File: config.mk
export PLATFORM = sky130hd
export DESIGN_NAME = cq_flush
export DESIGN_NICKNAME = d
export VERILOG_FILES = /design/src/rtl/cq_flush.sv
export SDC_FILE = /design/constraint.sdc
export NUM_CORES = 1
export LEC_CHECK = 0
export BUFFER_PORTS_ARGS = -buffer_cell sky130_fd_sc_hd__buf_2
export CAP_MARGIN = 25
export CORE_ASPECT_RATIO = 0.75
export CORE_MARGIN = 3
export CORE_UTILIZATION = 55
export DETAILED_ROUTE_END_ITERATION = 6
export PLACE_DENSITY = 0.81
export SLEW_MARGIN = 20
export SYNTH_ARGS = -nofsm -noshare
export SYNTH_HDL_FRONTEND = slang
export SYNTH_SLANG_ARGS = --single-unit
File: constraint.sdc
create_clock -name clk -period 3.95 [get_ports clk]
set_clock_uncertainty 0.05 [all_clocks]
set_input_delay 0.5925 -clock clk [delete_from_list [all_inputs] [get_ports clk]]
set_output_delay 0.5925 -clock clk [all_outputs]
set_load 0.005 [all_outputs]
File: src/rtl/cq_flush.sv
module cq_flush #(
  parameter int DEPTH = 6,
  parameter int TAGW  = 8
) (
  input  logic            clk,
  input  logic            rst_n,
  input  logic [1:0]      disp_vld,
  input  logic [1:0]      disp_br,
  input  logic [TAGW-1:0] disp_tag0,
  input  logic [TAGW-1:0] disp_tag1,
  output logic            disp_rdy,
  output logic [$clog2(DEPTH)-1:0] disp_idx0,
  output logic [$clog2(DEPTH)-1:0] disp_idx1,
  input  logic [1:0]      fin_vld,
  input  logic [$clog2(DEPTH)-1:0] fin_idx0,
  input  logic [$clog2(DEPTH)-1:0] fin_idx1,
  input  logic [1:0]      fin_mis,
  output logic [1:0]      ret_vld,
  output logic [TAGW-1:0] ret_tag0,
  output logic [TAGW-1:0] ret_tag1,
  output logic            resume
);
  localparam int IW = $clog2(DEPTH);
  localparam int CW = $clog2(DEPTH + 1);
  localparam logic [IW:0]   DEP      = (IW+1)'(DEPTH);
  localparam logic [IW-1:0] LAST     = IW'(DEPTH - 1);
  localparam logic [CW-1:0] ROOM_MAX = CW'(DEPTH - 2);

  function automatic logic [IW-1:0] nxt(input logic [IW-1:0] i);
    return (i == LAST) ? '0 : i + 1'b1;
  endfunction

  function automatic logic [IW-1:0] age_of(input logic [IW-1:0] i, input logic [IW-1:0] h);
    logic [IW:0] d;
    d = {1'b0, i} + DEP - {1'b0, h};
    if (d >= DEP) d = d - DEP;
    return d[IW-1:0];
  endfunction

  logic [DEPTH-1:0] v, f, b, m, vn, fn, bn, mn;
  logic [TAGW-1:0]  tag [DEPTH];
  logic [IW-1:0]    head, tail, pbr, h1, pa, cand_i;
  logic [CW-1:0]    cnt;
  logic             pend, cand_v;
  logic             dacc0, dacc1, fok0, fok1, mk0, mk1;
  logic [1:0]       nret;

  assign h1       = nxt(head);
  assign pa       = age_of(pbr, head);
  assign disp_rdy = !pend && (cnt <= ROOM_MAX);
  assign dacc0    = disp_rdy && disp_vld[0];
  assign dacc1    = dacc0 && disp_vld[1];
  assign disp_idx0 = tail;
  assign disp_idx1 = nxt(tail);

  assign ret_vld[0] = v[head] && f[head];
  assign ret_vld[1] = ret_vld[0] && v[h1] && f[h1] && !(pend && pbr == head);
  assign nret       = {1'b0, ret_vld[0]} + {1'b0, ret_vld[1]};
  assign ret_tag0   = tag[head];
  assign ret_tag1   = tag[h1];

  assign fok0 = fin_vld[0] && v[fin_idx0] && !(pend && age_of(fin_idx0, head) > pa);
  assign fok1 = fin_vld[1] && v[fin_idx1] && !(pend && age_of(fin_idx1, head) > pa);
  assign mk0  = fok0 && fin_mis[0] && b[fin_idx0];
  assign mk1  = fok1 && fin_mis[1] && b[fin_idx1];
  assign cand_v = mk0 || mk1;
  assign cand_i = (mk0 && (!mk1 || age_of(fin_idx0, head) <= age_of(fin_idx1, head)))
                  ? fin_idx0 : fin_idx1;

  always_comb begin
    vn = v; fn = f; bn = b; mn = m;
    if (fok0) begin fn[fin_idx0] = 1'b1; mn[fin_idx0] = fin_mis[0] && b[fin_idx0]; end
    if (fok1) begin fn[fin_idx1] = 1'b1; mn[fin_idx1] = fin_mis[1] && b[fin_idx1]; end
    if (ret_vld[0]) vn[head] = 1'b0;
    if (ret_vld[1]) vn[h1]   = 1'b0;
    if (pend)
      for (int i = 0; i < DEPTH; i++)
        if (age_of(IW'(i), head) > pa) vn[i] = 1'b0;
    if (dacc0) begin
      vn[tail] = 1'b1; fn[tail] = 1'b0; bn[tail] = disp_br[0]; mn[tail] = 1'b0;
    end
    if (dacc1) begin
      vn[nxt(tail)] = 1'b1; fn[nxt(tail)] = 1'b0;
      bn[nxt(tail)] = disp_br[1]; mn[nxt(tail)] = 1'b0;
    end
  end

  always_ff @(posedge clk) begin
    if (dacc0) tag[tail]      <= disp_tag0;
    if (dacc1) tag[nxt(tail)] <= disp_tag1;
  end

  always_ff @(posedge clk) begin
    if (!rst_n) begin
      v <= '0; f <= '0; b <= '0; m <= '0;
      head <= '0; tail <= '0; cnt <= '0;
      pend <= 1'b0; pbr <= '0; resume <= 1'b0;
    end else begin
      v <= vn; f <= fn; b <= bn; m <= mn;
      head <= (nret == 2'd2) ? nxt(h1) : (nret == 2'd1) ? h1 : head;
      if (pend) begin
        tail <= nxt(pbr);
        cnt  <= CW'(pa) + CW'(1) - CW'(nret);
      end else begin
        tail <= dacc1 ? nxt(nxt(tail)) : dacc0 ? nxt(tail) : tail;
        cnt  <= cnt + CW'(dacc0) + CW'(dacc1) - CW'(nret);
      end
      pend   <= cand_v;
      if (cand_v) pbr <= cand_i;
      resume <= pend && !cand_v;
    end
  end

  AST_NO_OVERFLOW: assert property (@(posedge clk) disable iff (!rst_n)
    CW'($countones(v)) == cnt);
  AST_DISP_FREE0: assert property (@(posedge clk) disable iff (!rst_n)
    dacc0 |-> !v[tail]);
  AST_DISP_FREE1: assert property (@(posedge clk) disable iff (!rst_n)
    dacc1 |-> !v[nxt(tail)]);
  AST_FLUSH_TAIL: assert property (@(posedge clk) disable iff (!rst_n)
    pend |=> tail == nxt($past(pbr)));
  AST_RESUME_AFTER: assert property (@(posedge clk) disable iff (!rst_n)
    resume |-> $past(pend));
  AST_RESUME_ONCE: assert property (@(posedge clk) disable iff (!rst_n)
    resume |=> !resume);
endmodule

==> flow_metrics.py <==
metrics = {
    "run_status": {
        "status": "completed",
    },
    "worst_setup_path": {
        "reg2regPathDepth": 16,
        "crit_path_start": "head[0]",
        "cp-end-kind": "register",
        "rrSetupSlack_ns": 0.14,
        "cpMaxStageDelayCell": "dfxtp_2",
        "reg2reg_to": "pbr[2]",
        "cpPeakStageDelay_ns": 0.42,
        "reg2reg_from": "head[0]",
        "path_cells": "buf_4 -> ha_1 -> inv_1 -> ha_1 -> inv_1 -> fa_1 -> or2_2 -> o21ai_1 -> inv_1 -> ha_1 -> inv_1 -> o31ai_1 -> o221ai_2 -> nand2_1 -> a311o_1 -> o2111a_1",
        "worstPathRequired_ns": 4.14,
        "cp_common_cell": "inv_1",
        "cp_max_fo": 22,
        "crit_type": "register to register",
        "crit_end": "pbr[2]",
        "cp-start-kind": "register",
        "cp.arrival_ns": 4.00,
    },
    "power": {
        "powerDensity_nw_per_um2": 661,
        "p_leak_uw": 0.00280,
        "peakVddDrop_mv": 0.289,
    },
    "placed_design": {
        "dpl-instance-area_sq_um": 6700,
        "globalplace.congestion": 0.956,
        "place_hpwl_um": 13400,
        "portBuffers": 57,
        "dp.cells": 819,
        "dp_slack_ns": 0.0314,
    },
    "detailed_routing": {
        "drt_iter0_drc": 626,
        "viasPerCell": 6.70,
        "wl_per_cell_um": 21.8,
        "routed_wl_um": 18200,
        "firstDrtPassIters": 5,
        "drc": 0,
        "num_vias": 5602,
        "ant_nets": 0,
    },
    "floorplan": {
        "dieArea_sq_um": 12500,
        "io_pins": 58,
        "rows": 32,
        "die_y_um": 97.5,
        "die_width_um": 128,
        "core_region_area_sq_um": 10600,
        "start_util": 0.580,
    },
    "timing": {
        "hold_viol": 0,
        "clock.fmax_mhz": 263,
        "finalSetupTns_ns": 0,
        "rsz0062_at_grt": "yes",
        "tightest_slew_ns": 0.955,
        "relSlewSlack": 0.363,
        "final.min_clock_period_ns": 3.81,
        "final.period_utilization": 0.963,
        "finalMaxSlewViolations": 0,
        "finalSetupViolations": 0,
        "worst_slack_ns": 0.145,
    },
    "clock_network": {
        "clkTransAtPathRegs_ns": 0.06,
        "clock_sinks": 83,
        "cts_tree": "yes",
        "cts_buffers": 9,
        "cts_hold_buffers": 0,
        "htreeDepth": 3,
        "insertion_delay_ns": 0.35,
        "cts-root-buf": "clkbuf_16",
        "cts_setup_buffers": 0,
        "clockBufferDepth": 2,
    },
    "worst_hold_path": {
        "hold_class": "register to register",
    },
    "global_routing": {
        "grt_overflow_total": 0,
        "grt_pass1_wl_um": 28800,
        "antenna_found_initial": 0,
        "grt_max_degree": 25,
        "grt_usage": 0.294,
        "grt_pass1_vias": 5502,
    },
    "logic_synthesis": {
        "ys_ff_latch": 83,
        "avgSynthCellArea_sq_um": 9.80,
        "synth_top_cell_area_share": 0.235,
        "ys_warn_count": 0,
        "syn-cell-area_sq_um": 6140,
        "seq_area_frac_synth": 0.349,
        "yosysTopAreaCell": "edfxtp_1",
        "async_reset_ff_frac": 0,
        "synth_flop_cell": "edfxtp_1",
        "synth_nets": 699,
        "synth_edf_count": 48,
        "yosysUniqueCellTypes": 72,
        "synth_top_cells_by_area": "edfxtp_1 (23%), dfxtp_1 (11%), mux2_2 (9.7%), ha_1 (7.3%), mux2i_1 (4.9%)",
        "synthesis.instances": 626,
    },
    "finish": {
        "area_delta_synth_final_pct": 14.8,
        "finish.instance_area_sq_um": 7040,
        "fin_cells": 836,
        "n_antenna_cell": 0,
        "final_common_cell": "buf_2",
        "final_util": 0.666,
        "drive_above_1_share": 0.266,
        "nets": 768,
        "mostFrequentLayoutCells": "buf_2 (57), mux2_2 (53), nor2_1 (48), edfxtp_1 (48), inv_1 (45)",
    },
    "run": {
        "drv_cap": 0,
    },
}
==> routing by layer <==
metal	part of all wire	vias up	track usage
met3	0.12	49	0.0874
met2	0.46	371	0.442
met1	0.41	2701	0.407
met5	0	-	0
met4	0.020	0	0.0954
li1	-	2481	-
==> critical path: cells and delay by family, from the launching register on <==
kind	cells	cell delay, ns
AND/OR/NAND/NOR	2	0.47
AO/OA/AOI/OAI	5	0.97
adder cells (fa/ha/maj)	4	1.16
buffers and inverters	5	0.62
flip-flops	1	0.42
==> synthesized netlist by cell type, types with 4 or more instances <==
cell type	number
maj3_1	8
xnor2_1	12
nand3_1	17
mux2_2	53
o311a_1	5
a21oi_1	38
o221ai_1	6
nand2b_1	6
o2111ai_1	4
fa_1	5
ha_1	36
a211oi_1	10
nor2_1	48
a221o_1	5
and2_1	5
dfxtp_1	35
o21ai_0	22
clkbuf_1	21
nor3_1	15
buf_2	5
edfxtp_1	48
o22ai_1	13
o211ai_1	7
mux2i_1	30
nand2_1	44
and3_1	6
mux4_2	9
inv_1	46
==> worst min-delay path by stage <==
| stage | startpoint | endpoint | slack, ns | depth (start not counted) |
|---|---|---|---|---|
| global placement | f[2] | f[2] | 0.45 | 1 |
| finish | f[1] | f[1] | 0.47 | 1 |
| CTS | f[1] | f[1] | 0.47 | 1 |
| global route | f[1] | f[1] | 0.49 | 1 |
| floorplan | f[3] | f[3] | 0.42 | 1 |
| detailed placement | f[1] | f[1] | 0.46 | 1 |
==> sequential cells by signal (all words and copies together) (netlist names), named ones only <==
name	cells
pend	1
tag	48
disp_idx0	3
cnt	3
pbr	3
b	6
f	6
head	3
v	6
resume	1
==> timing repair <==
| item | CTS | global route |
|---|---|---|
| resized for setup | 0 | 3 |
| setup endpoints to repair | 0 | 6 |
| hold endpoints to repair | 0 | 0 |
==> area by class of cell <==
| type | count | area, sq um |
|---|---|---|
| Clock buffer | 12 | 258 |
| Inverter | 49 | 196 |
| Timing Repair Buffer | 88 | 526 |
| Multi-Input combinational cell | 464 | 3680 |
| Clock inverter | 4 | 72.6 |
| Sequential cell | 83 | 2140 |
| Tap cell | 136 | 170 |
| Fill cell | 789 | 3530 |
==> cell families (layout without fill, tap and decap cells) <==
logic type | after synthesis | count (layout) | synth area share
AOI/OAI and AO/OA | 146 | 146 | 0.167
xor gates and xnor gates | 16 | 16 | 0.0241
adders and majority gates | 49 | 49 | 0.103
buffers and inverters | 79 | 153 | 0.0532
DFF | 83 | 83 | 0.349
muxes | 93 | 93 | 0.183
and+or+nand+nor | 160 | 160 | 0.121
==> stage by stage <==
step	hold WS, ns	power [uW]
after floorplan	0.425	2850
after global placement	0.448	3540
after detailed placement	0.457	3660
after CTS	0.470	4600
after global routing	0.491	4940
final	0.473	4660
==> report_power, final <==
group | total, uW | internal [uW] | switching, uW
clock | 941 | 592 | 349
sequential | 1110 | 1010 | 99.9
combinational | 2600 | 1130 | 1480
(Power assumes the default switching activity.)
